==> src/rtl/i2c_stream_pkg.sv <==
package i2c_stream_pkg;

    localparam int unsigned BYTE_W  = 8;
    localparam int unsigned PTR_W   = 8;
    localparam int unsigned BITS_W  = $clog2(BYTE_W + 1);

    localparam logic [PTR_W-1:0] PTR_TOP    = {PTR_W{1'b1}};
    localparam logic [PTR_W-1:0] PTR_CNT_HI = PTR_TOP - 2;
    localparam logic [PTR_W-1:0] PTR_CNT_LO = PTR_TOP - 1;

    typedef enum logic [2:0] {
        PH_IDLE,
        PH_ADDR,
        PH_ADDR_ACK,
        PH_WR_BYTE,
        PH_WR_ACK,
        PH_RD_BYTE,
        PH_RD_ACK
    } phase_e;

    typedef enum logic [1:0] {
        WR_NONE,
        WR_ONE,
        WR_MANY
    } wr_fill_e;

endpackage

==> src/rtl/i2c_line_sync.sv <==
module i2c_line_sync #(
    parameter int unsigned STAGES = 2
) (
    input  logic clk,
    input  logic rst_n,
    input  logic scl_i,
    input  logic sda_i,
    output logic scl_rise_o,
    output logic scl_fall_o,
    output logic sda_o,
    output logic start_o,
    output logic stop_o
);

    logic [STAGES-1:0] scl_pipe_q, scl_pipe_d;
    logic [STAGES-1:0] sda_pipe_q, sda_pipe_d;
    logic              scl_prev_q, sda_prev_q;
    logic              scl_s, sda_s;

    assign scl_s = scl_pipe_q[STAGES-1];
    assign sda_s = sda_pipe_q[STAGES-1];

    always_comb begin
        scl_pipe_d = {scl_pipe_q[STAGES-2:0], scl_i};
        sda_pipe_d = {sda_pipe_q[STAGES-2:0], sda_i};
    end

    always_ff @(posedge clk or negedge rst_n) begin
        if (!rst_n) begin
            scl_pipe_q <= '1;
            sda_pipe_q <= '1;
            scl_prev_q <= 1'b1;
            sda_prev_q <= 1'b1;
        end else begin
            scl_pipe_q <= scl_pipe_d;
            sda_pipe_q <= sda_pipe_d;
            scl_prev_q <= scl_s;
            sda_prev_q <= sda_s;
        end
    end

    assign scl_rise_o = scl_s & ~scl_prev_q;
    assign scl_fall_o = ~scl_s & scl_prev_q;
    assign sda_o      = sda_s;
    // data line moving while the clock line stays high
    assign start_o    = scl_s & scl_prev_q & sda_prev_q & ~sda_s;
    assign stop_o     = scl_s & scl_prev_q & ~sda_prev_q & sda_s;

endmodule

==> src/rtl/i2c_reg_fetch.sv <==
module i2c_reg_fetch
    import i2c_stream_pkg::*;
#(
    parameter logic [BYTE_W-1:0] RSVD_VALUE  = 8'h00,
    parameter logic [BYTE_W-1:0] EMPTY_VALUE = 8'hFF
) (
    input  logic [PTR_W-1:0]    ptr_i,
    input  logic [15:0]         count_i,
    input  logic                empty_i,
    input  logic [BYTE_W-1:0]   head_i,
    input  logic [BYTE_W-1:0]   snap_i,
    output logic [BYTE_W-1:0]   data_o,
    output logic                pop_o,
    output logic                capture_o,
    output logic [BYTE_W-1:0]   snap_o,
    output logic [PTR_W-1:0]    ptr_next_o
);

    always_comb begin
        data_o    = RSVD_VALUE;
        pop_o     = 1'b0;
        capture_o = 1'b0;
        snap_o    = count_i[7:0];
        if (ptr_i == PTR_TOP) begin
            data_o = empty_i ? EMPTY_VALUE : head_i;
            pop_o  = ~empty_i;
        end else if (ptr_i == PTR_CNT_HI) begin
            data_o    = count_i[15:8];
            capture_o = 1'b1;
        end else if (ptr_i == PTR_CNT_LO) begin
            data_o = snap_i;
        end
        ptr_next_o = (ptr_i == PTR_TOP) ? PTR_TOP : ptr_i + 1'b1;
    end

endmodule

==> src/rtl/i2c_stream_target.sv <==
module i2c_stream_target
    import i2c_stream_pkg::*;
#(
    parameter int unsigned       SYNC_STAGES = 2,
    parameter int unsigned       CNT_W       = 16,
    parameter logic [BYTE_W-1:0] RSVD_VALUE  = 8'h00,
    parameter logic [BYTE_W-1:0] EMPTY_VALUE = 8'hFF
) (
    input  logic              clk,
    input  logic              rst_n,
    input  logic              scl_i,
    input  logic              sda_i,
    output logic              sda_oe_o,
    input  logic [7:0]        dev_addr_cfg_i,
    input  logic [CNT_W-1:0]  tx_count_i,
    input  logic              tx_empty_i,
    input  logic [BYTE_W-1:0] tx_data_i,
    output logic              tx_pop_o,
    output logic [BYTE_W-1:0] rx_data_o,
    output logic              rx_push_o
);

    typedef struct packed {
        phase_e              ph;
        logic [BITS_W-1:0]   bits;
        logic [BYTE_W-1:0]   sh;
        logic                rw;
        logic                drive;
        logic [PTR_W-1:0]    ptr;
        logic [BYTE_W-1:0]   held;
        wr_fill_e            fill;
        logic [BYTE_W-1:0]   snap;
        logic                mnack;
        logic                push;
        logic [BYTE_W-1:0]   push_data;
        logic                pop;
    } ctl_t;

    localparam logic [BITS_W-1:0] BITS_FULL = BITS_W'(BYTE_W);

    ctl_t ctl_d, ctl_q;

    logic scl_rise, scl_fall, sda_s, start_w, stop_w;
    logic [15:0]       cnt_w;
    logic [BYTE_W-1:0] f_data, f_snap;
    logic              f_pop, f_cap, fetch;
    logic [PTR_W-1:0]  f_ptr_next;
    logic              addr_hit;

    assign cnt_w = 16'(tx_count_i);

    i2c_line_sync #(.STAGES(SYNC_STAGES)) i_sync (
        .clk        (clk),
        .rst_n      (rst_n),
        .scl_i      (scl_i),
        .sda_i      (sda_i),
        .scl_rise_o (scl_rise),
        .scl_fall_o (scl_fall),
        .sda_o      (sda_s),
        .start_o    (start_w),
        .stop_o     (stop_w)
    );

    i2c_reg_fetch #(.RSVD_VALUE(RSVD_VALUE), .EMPTY_VALUE(EMPTY_VALUE)) i_fetch (
        .ptr_i      (ctl_q.ptr),
        .count_i    (cnt_w),
        .empty_i    (tx_empty_i),
        .head_i     (tx_data_i),
        .snap_i     (ctl_q.snap),
        .data_o     (f_data),
        .pop_o      (f_pop),
        .capture_o  (f_cap),
        .snap_o     (f_snap),
        .ptr_next_o (f_ptr_next)
    );

    // the direction bit is masked out of the compare
    assign addr_hit = ((ctl_q.sh ^ dev_addr_cfg_i) & 8'hFE) == 8'h00;

    always_comb begin
        ctl_d      = ctl_q;
        ctl_d.push = 1'b0;
        ctl_d.pop  = 1'b0;
        fetch      = 1'b0;

        if (start_w || stop_w) begin
            // a finished write decides here between pointer load and data
            if (ctl_q.ph == PH_WR_BYTE || ctl_q.ph == PH_WR_ACK) begin
                if (ctl_q.fill == WR_ONE) begin
                    ctl_d.ptr = ctl_q.held;
                end else if (ctl_q.fill == WR_MANY) begin
                    ctl_d.push      = 1'b1;
                    ctl_d.push_data = ctl_q.held;
                end
            end
            ctl_d.fill  = WR_NONE;
            ctl_d.drive = 1'b0;
            ctl_d.bits  = '0;
            ctl_d.ph    = start_w ? PH_ADDR : PH_IDLE;
        end else begin
            unique case (ctl_q.ph)
                PH_IDLE: begin
                    ctl_d.drive = 1'b0;
                end
                PH_ADDR: begin
                    if (scl_rise && ctl_q.bits != BITS_FULL) begin
                        ctl_d.sh   = {ctl_q.sh[BYTE_W-2:0], sda_s};
                        ctl_d.bits = ctl_q.bits + 1'b1;
                    end else if (scl_fall && ctl_q.bits == BITS_FULL) begin
                        if (addr_hit) begin
                            ctl_d.ph    = PH_ADDR_ACK;
                            ctl_d.rw    = ctl_q.sh[0];
                            ctl_d.drive = 1'b1;
                        end else begin
                            ctl_d.ph = PH_IDLE;
                        end
                    end
                end
                PH_ADDR_ACK: begin
                    if (scl_fall) begin
                        ctl_d.bits = '0;
                        if (ctl_q.rw) begin
                            fetch    = 1'b1;
                            ctl_d.ph = PH_RD_BYTE;
                        end else begin
                            ctl_d.drive = 1'b0;
                            ctl_d.fill  = WR_NONE;
                            ctl_d.ph    = PH_WR_BYTE;
                        end
                    end
                end
                PH_WR_BYTE: begin
                    if (scl_rise && ctl_q.bits != BITS_FULL) begin
                        ctl_d.sh   = {ctl_q.sh[BYTE_W-2:0], sda_s};
                        ctl_d.bits = ctl_q.bits + 1'b1;
                    end else if (scl_fall && ctl_q.bits == BITS_FULL) begin
                        ctl_d.drive = 1'b1;
                        ctl_d.ph    = PH_WR_ACK;
                        ctl_d.held  = ctl_q.sh;
                        if (ctl_q.fill == WR_NONE) begin
                            ctl_d.fill = WR_ONE;
                        end else begin
                            ctl_d.push      = 1'b1;
                            ctl_d.push_data = ctl_q.held;
                            ctl_d.fill      = WR_MANY;
                        end
                    end
                end
                PH_WR_ACK: begin
                    if (scl_fall) begin
                        ctl_d.drive = 1'b0;
                        ctl_d.bits  = '0;
                        ctl_d.ph    = PH_WR_BYTE;
                    end
                end
                PH_RD_BYTE: begin
                    if (scl_rise && ctl_q.bits != BITS_FULL) begin
                        ctl_d.bits = ctl_q.bits + 1'b1;
                    end else if (scl_fall) begin
                        if (ctl_q.bits == BITS_FULL) begin
                            ctl_d.drive = 1'b0;
                            ctl_d.ph    = PH_RD_ACK;
                        end else begin
                            ctl_d.sh    = {ctl_q.sh[BYTE_W-2:0], 1'b0};
                            ctl_d.drive = ~ctl_q.sh[BYTE_W-2];
                        end
                    end
                end
                PH_RD_ACK: begin
                    if (scl_rise) begin
                        ctl_d.mnack = sda_s;
                    end else if (scl_fall) begin
                        if (ctl_q.mnack) begin
                            ctl_d.ph = PH_IDLE;
                        end else begin
                            fetch      = 1'b1;
                            ctl_d.bits = '0;
                            ctl_d.ph   = PH_RD_BYTE;
                        end
                    end
                end
                default: begin
                    ctl_d.ph    = PH_IDLE;
                    ctl_d.drive = 1'b0;
                end
            endcase
        end

        if (fetch) begin
            ctl_d.sh    = f_data;
            ctl_d.drive = ~f_data[BYTE_W-1];
            ctl_d.pop   = f_pop;
            ctl_d.ptr   = f_ptr_next;
            if (f_cap) begin
                ctl_d.snap = f_snap;
            end
        end
    end

    always_ff @(posedge clk or negedge rst_n) begin
        if (!rst_n) begin
            ctl_q           <= '0;
            ctl_q.ph        <= PH_IDLE;
            ctl_q.fill      <= WR_NONE;
            ctl_q.ptr       <= PTR_TOP;
        end else begin
            ctl_q <= ctl_d;
        end
    end

    assign sda_oe_o  = ctl_q.drive;
    assign tx_pop_o  = ctl_q.pop;
    assign rx_push_o = ctl_q.push;
    assign rx_data_o = ctl_q.push_data;

endmodule

==> config.mk <==
export PLATFORM = sky130hd
export DESIGN_NAME = i2c_stream_target
export DESIGN_NICKNAME = d
export VERILOG_FILES = /design/src/rtl/i2c_stream_pkg.sv /design/src/rtl/i2c_line_sync.sv /design/src/rtl/i2c_reg_fetch.sv /design/src/rtl/i2c_stream_target.sv
export SDC_FILE = /design/constraint.sdc
export NUM_CORES = 1
export LEC_CHECK = 0
export BUFFER_PORTS_ARGS = -buffer_cell sky130_fd_sc_hd__clkbuf_2
export CAP_MARGIN = 5
export CORE_MARGIN = 5
export CORE_UTILIZATION = 55
export CTS_BUF_LIST = sky130_fd_sc_hd__clkbuf_4 sky130_fd_sc_hd__clkbuf_8 sky130_fd_sc_hd__clkbuf_16
export CTS_CLUSTER_SIZE = 8
export DETAILED_ROUTE_END_ITERATION = 10
export PLACE_DENSITY = 0.88
export SLEW_MARGIN = 20
export SYNTH_ARGS = -nofsm -noshare
export SYNTH_HDL_FRONTEND = slang
export SYNTH_SLANG_ARGS = --single-unit
==> constraint.sdc <==
create_clock -name clk -period 2.37 [get_ports clk]
set_input_delay 0.3555 -clock clk [delete_from_list [all_inputs] [get_ports clk]]
set_output_delay 0.3555 -clock clk [all_outputs]
set_load 0.02 [all_outputs]
==> results.json <==
{
  "setup_slack_ns": 0.0944,
  "via_per_inst": 6.28,
  "yosysWarnings": 0,
  "avgSynthCellArea_um2": 10.4,
  "core_area_mm2": 0.00596,
  "grt_pass1_vias": 2732,
  "syn_area_mm2": 0.00339,
  "critPathKind": "reg -> reg",
  "r2r_end": "ctl_q[39]",
  "timing.fmax_ghz": 0.439,
  "critPathTopFamily": "simple AND/OR/NAND/NOR gates",
  "synth-simple-area-share_pct": 17.2,
  "yosysSeqAreaShare_pct": 44.9,
  "leakagePower_nw": 1.81,
  "port_buffers": 46,
  "nFillCells": 456,
  "grt_max_degree": 23,
  "min_to": "i_sync.sda_pipe_q[0]",
  "setup_violations": 0,
  "critical_path.slowest_cell": "dfstp_2",
  "clockBufferDepth": 2,
  "grt_pass1_wl_um": 13000,
  "worst_slew_pin_slew_ns": 0.624,
  "hold_slack_ns": 0.0989,
  "postLayoutCoreUtil_pct": 65.6,
  "area_growth_pct": 15.4,
  "insertion_delay_ns": 0.34,
  "sw_frac_of_total_pct": 37.4,
  "finalClockSkew_ns": 0.0118,
  "cts_buffers": 9,
  "path_clk_slew_ns": 0.07,
  "internal-power_mw": 2.53,
  "async_flop_share_pct": 100,
  "power.density_mw_per_mm2": 1040,
  "rsz0062_at_grt": "true",
  "period_minus_slack_ns": 2.28,
  "crit_path_start_kind": "flop",
  "synth_edf_count": 0,
  "r2r-start": "ctl_q[30]",
  "pin_count": 48,
  "path_buf_inv": 1,
  "slowest_delay_ns": 0.56,
  "grt_usage_pct": 21.6,
  "cts_tree": "built",
  "postSynthCellCount": 327,
  "cp_data_arrival_time_ns": 2.56,
  "relSlewSlack_pct": 58.2,
  "cts-root-buf": "clkbuf_8",
  "min_path_type": "in -> reg",
  "worstHoldStart": "sda_i",
  "cts.sinks": 60,
  "fin_nets": 416,
  "gp_congestion": 0.978,
  "p_comb_share_pct": 35.7,
  "synthTopCellsByArea": "dfrtp_1 34%, dfstp_2 11%, mux2_2 9.0%",
  "synth_xor_area_share_pct": 2.07,
  "die_w_um": 88.5,
  "synthFlopType": "dfrtp_1",
  "initial_core_util_pct": 56.8,
  "maxCapViolations": 0,
  "synth.area.mux_share_pct": 12.8,
  "ir_worst_vdd_mv": 0.553,
  "die_area_mm2": 0.00783,
  "drt_drc_violations_left": 0,
  "drive_gt1_share_pct": 35.6,
  "fp.dieH_um": 88.5,
  "drt-initial-drc-count": 225,
  "synth_compound_area_share_pct": 16.5,
  "maxSlewViolCount": 0,
  "yosysUniqueCellTypes": 57,
  "synth_top_family_by_area": "simple AND/OR/NAND/NOR gates",
  "synth_nets": 369,
  "antenna_found_initial": 0,
  "hold_violations": 0,
  "timing.setup.tns_ns": 0,
  "fin_crit_sh_pct": 96.0,
  "whs_path_depth": 1,
  "yosys_register_bits": 60,
  "num_vias": 2852,
  "hpwl_um": 5940,
  "seq_power_share_pct": 39.4,
  "dr.pass1.iters": 5,
  "routed_wl_um": 8050,
  "worstPathCellList": "inv_1 -> ha_1 -> nor2b_1 -> nor3b_2 -> a21oi_1 -> o21ai_0 -> mux2_2",
  "status": "finished, final reports clean",
  "wire_per_inst_um": 17.7,
  "htreeDepth": 3,
  "crit_required_ns": 2.65,
  "yosysTopAreaCell": "dfrtp_1",
  "synth_fa_ha_area_share_pct": 1.85,
  "power_switching_mw": 1.52,
  "ant_nets": 0,
  "overflow": 0,
  "endpoint_kind": "flop",
  "r2r_cells": 7,
  "num_rows": 28,
  "clkPwrFrac_pct": 24.8,
  "r2r_slack_ns": 0.09,
  "cp_max_fo": 10,
  "diodes": 0,
  "synth_top_area_share_pct": 34.0,
  "post-place-ws_ns": -0.0309
}
cell usage in the layout, fill, tap and decap left out, types with 3 or more instances in the layout:
| cell | instances |
|---|---|
| nand4_1 | 9 |
| inv_1 | 7 |
| mux2_4 | 8 |
| nand2b_1 | 7 |
| nand2_1 | 19 |
| nor4_1 | 3 |
| buf_4 | 11 |
| o22ai_1 | 3 |
| o2bb2ai_1 | 6 |
| ha_1 | 5 |
| a22oi_1 | 3 |
| clkbuf_2 | 46 |
| xor2_1 | 8 |
| o21ai_0 | 20 |
| nand3_1 | 12 |
| mux2_2 | 27 |
| a211oi_1 | 4 |
| nor2_1 | 17 |
| dfrtp_1 | 45 |
| clkbuf_8 | 13 |
| and2_1 | 3 |
| dfstp_2 | 14 |
| o31ai_1 | 4 |
| nor2b_1 | 4 |
| a21oi_1 | 25 |
| or3_1 | 5 |
| nor3_1 | 5 |
through the flow:
| step | instances | cell area, um^2 | power (mW) |
|---|---|---|---|
| global placement | 437 | 3660 | 2.89 |
| CTS | 454 | 3900 | 4.01 |
| detailed placement | 437 | 3660 | 2.97 |
| floorplan | 327 | 3390 | 2.59 |
| global route | 454 | 3910 | 4.28 |
| finish | 454 | 3910 | 4.05 |
metal layers:
metal	global-route usage, %	wire length [um]
met1	28.8	3300
met2	34.5	3940
met3	2.79	589
met4	11.3	228
met5	0	0
Yosys cell counts, drive strengths merged (6+ instances only):
cell,number
a21oi,25
buf,14
clkbuf,8
dfrtp,46
dfstp,14
inv,7
mux2,35
nand2,20
nand2b,8
nand3,12
nand4,9
nor2,18
o21ai,20
o2bb2ai,6
xor2,8
worst reg2reg max path, cell delays in order, from the launching register on:
cell and delay [ns]:
dfstp_2 0.56, inv_1 0.08, ha_1 0.32, nor2b_1 0.25, nor3b_2 0.47, a21oi_1 0.17, o21ai_0 0.20, mux2_2 0.18
sequential cells by signal, summed over array words and instances, names as in the netlist:
| name | count |
|---|---|
| ctl_q | 43 |
| rx_data_o | 8 |
| i_sync.scl_pipe_q | 2 |
| i_sync.sda_pipe_q | 2 |
| i_sync.scl_prev_q | 1 |
| i_sync.sda_prev_q | 1 |
| rx_push_o | 1 |
| sda_oe_o | 1 |
| tx_pop_o | 1 |
how the worst max path moves through the flow:
stage                         start        end  slack, ns  depth (start not counted)
after floorplan           ctl_q[29]  ctl_q[39]       0.31                          7
after global placement    ctl_q[30]  ctl_q[39]       0.14                          7
after detailed placement  ctl_q[30]  ctl_q[39]      -0.03                          7
after CTS                 ctl_q[30]   sda_oe_o        0.1                          7
after global routing      ctl_q[30]  ctl_q[39]      -0.03                          7
final                     ctl_q[30]  ctl_q[39]       0.09                          7
final cells by class:
class	count	area, um^2	area share (%)
clock buffer	15	194	4.96
clock inverter	1	30.0	0.769
inverter	7	26.3	0.673
multi-input combinational	238	1720	44.0
sequential	60	1520	38.9
tap	75	93.8	2.40
timing repair buffer	58	323	8.26
power groups by stage:
stage / logic, mW / clock network (mW) / registers (mW)
5_1_grt: 1.59 / 1.06 / 1.63
3_3_place_gp: 1.32 / 0 / 1.56
6_report: 1.45 / 1.01 / 1.60
4_1_cts: 1.41 / 1.02 / 1.57
2_1_floorplan: 1.13 / 0 / 1.46
3_5_place_dp: 1.38 / 0 / 1.58
cell families (layout without fill, tap and decap cells):
kind of cell | Yosys count | count (layout)
compound gates | 85 | 85
xor+xnor | 8 | 8
fa+ha+maj | 5 | 5
buf+inv | 29 | 81
flops | 60 | 60
mux | 36 | 36
simple gates | 104 | 104
repair_timing:
| item | 4_1_cts | 5_1_grt |
|---|---|---|
| endpoints found under the hold margin | 16 | 0 |
| hold buffers | 1 | 0 |
| setup endpoints to repair | 3 | 10 |
| setup buffers | 0 | 0 |
| resized for setup | 1 | 2 |
No activity file was read; power rests on OpenSTA's default activity.
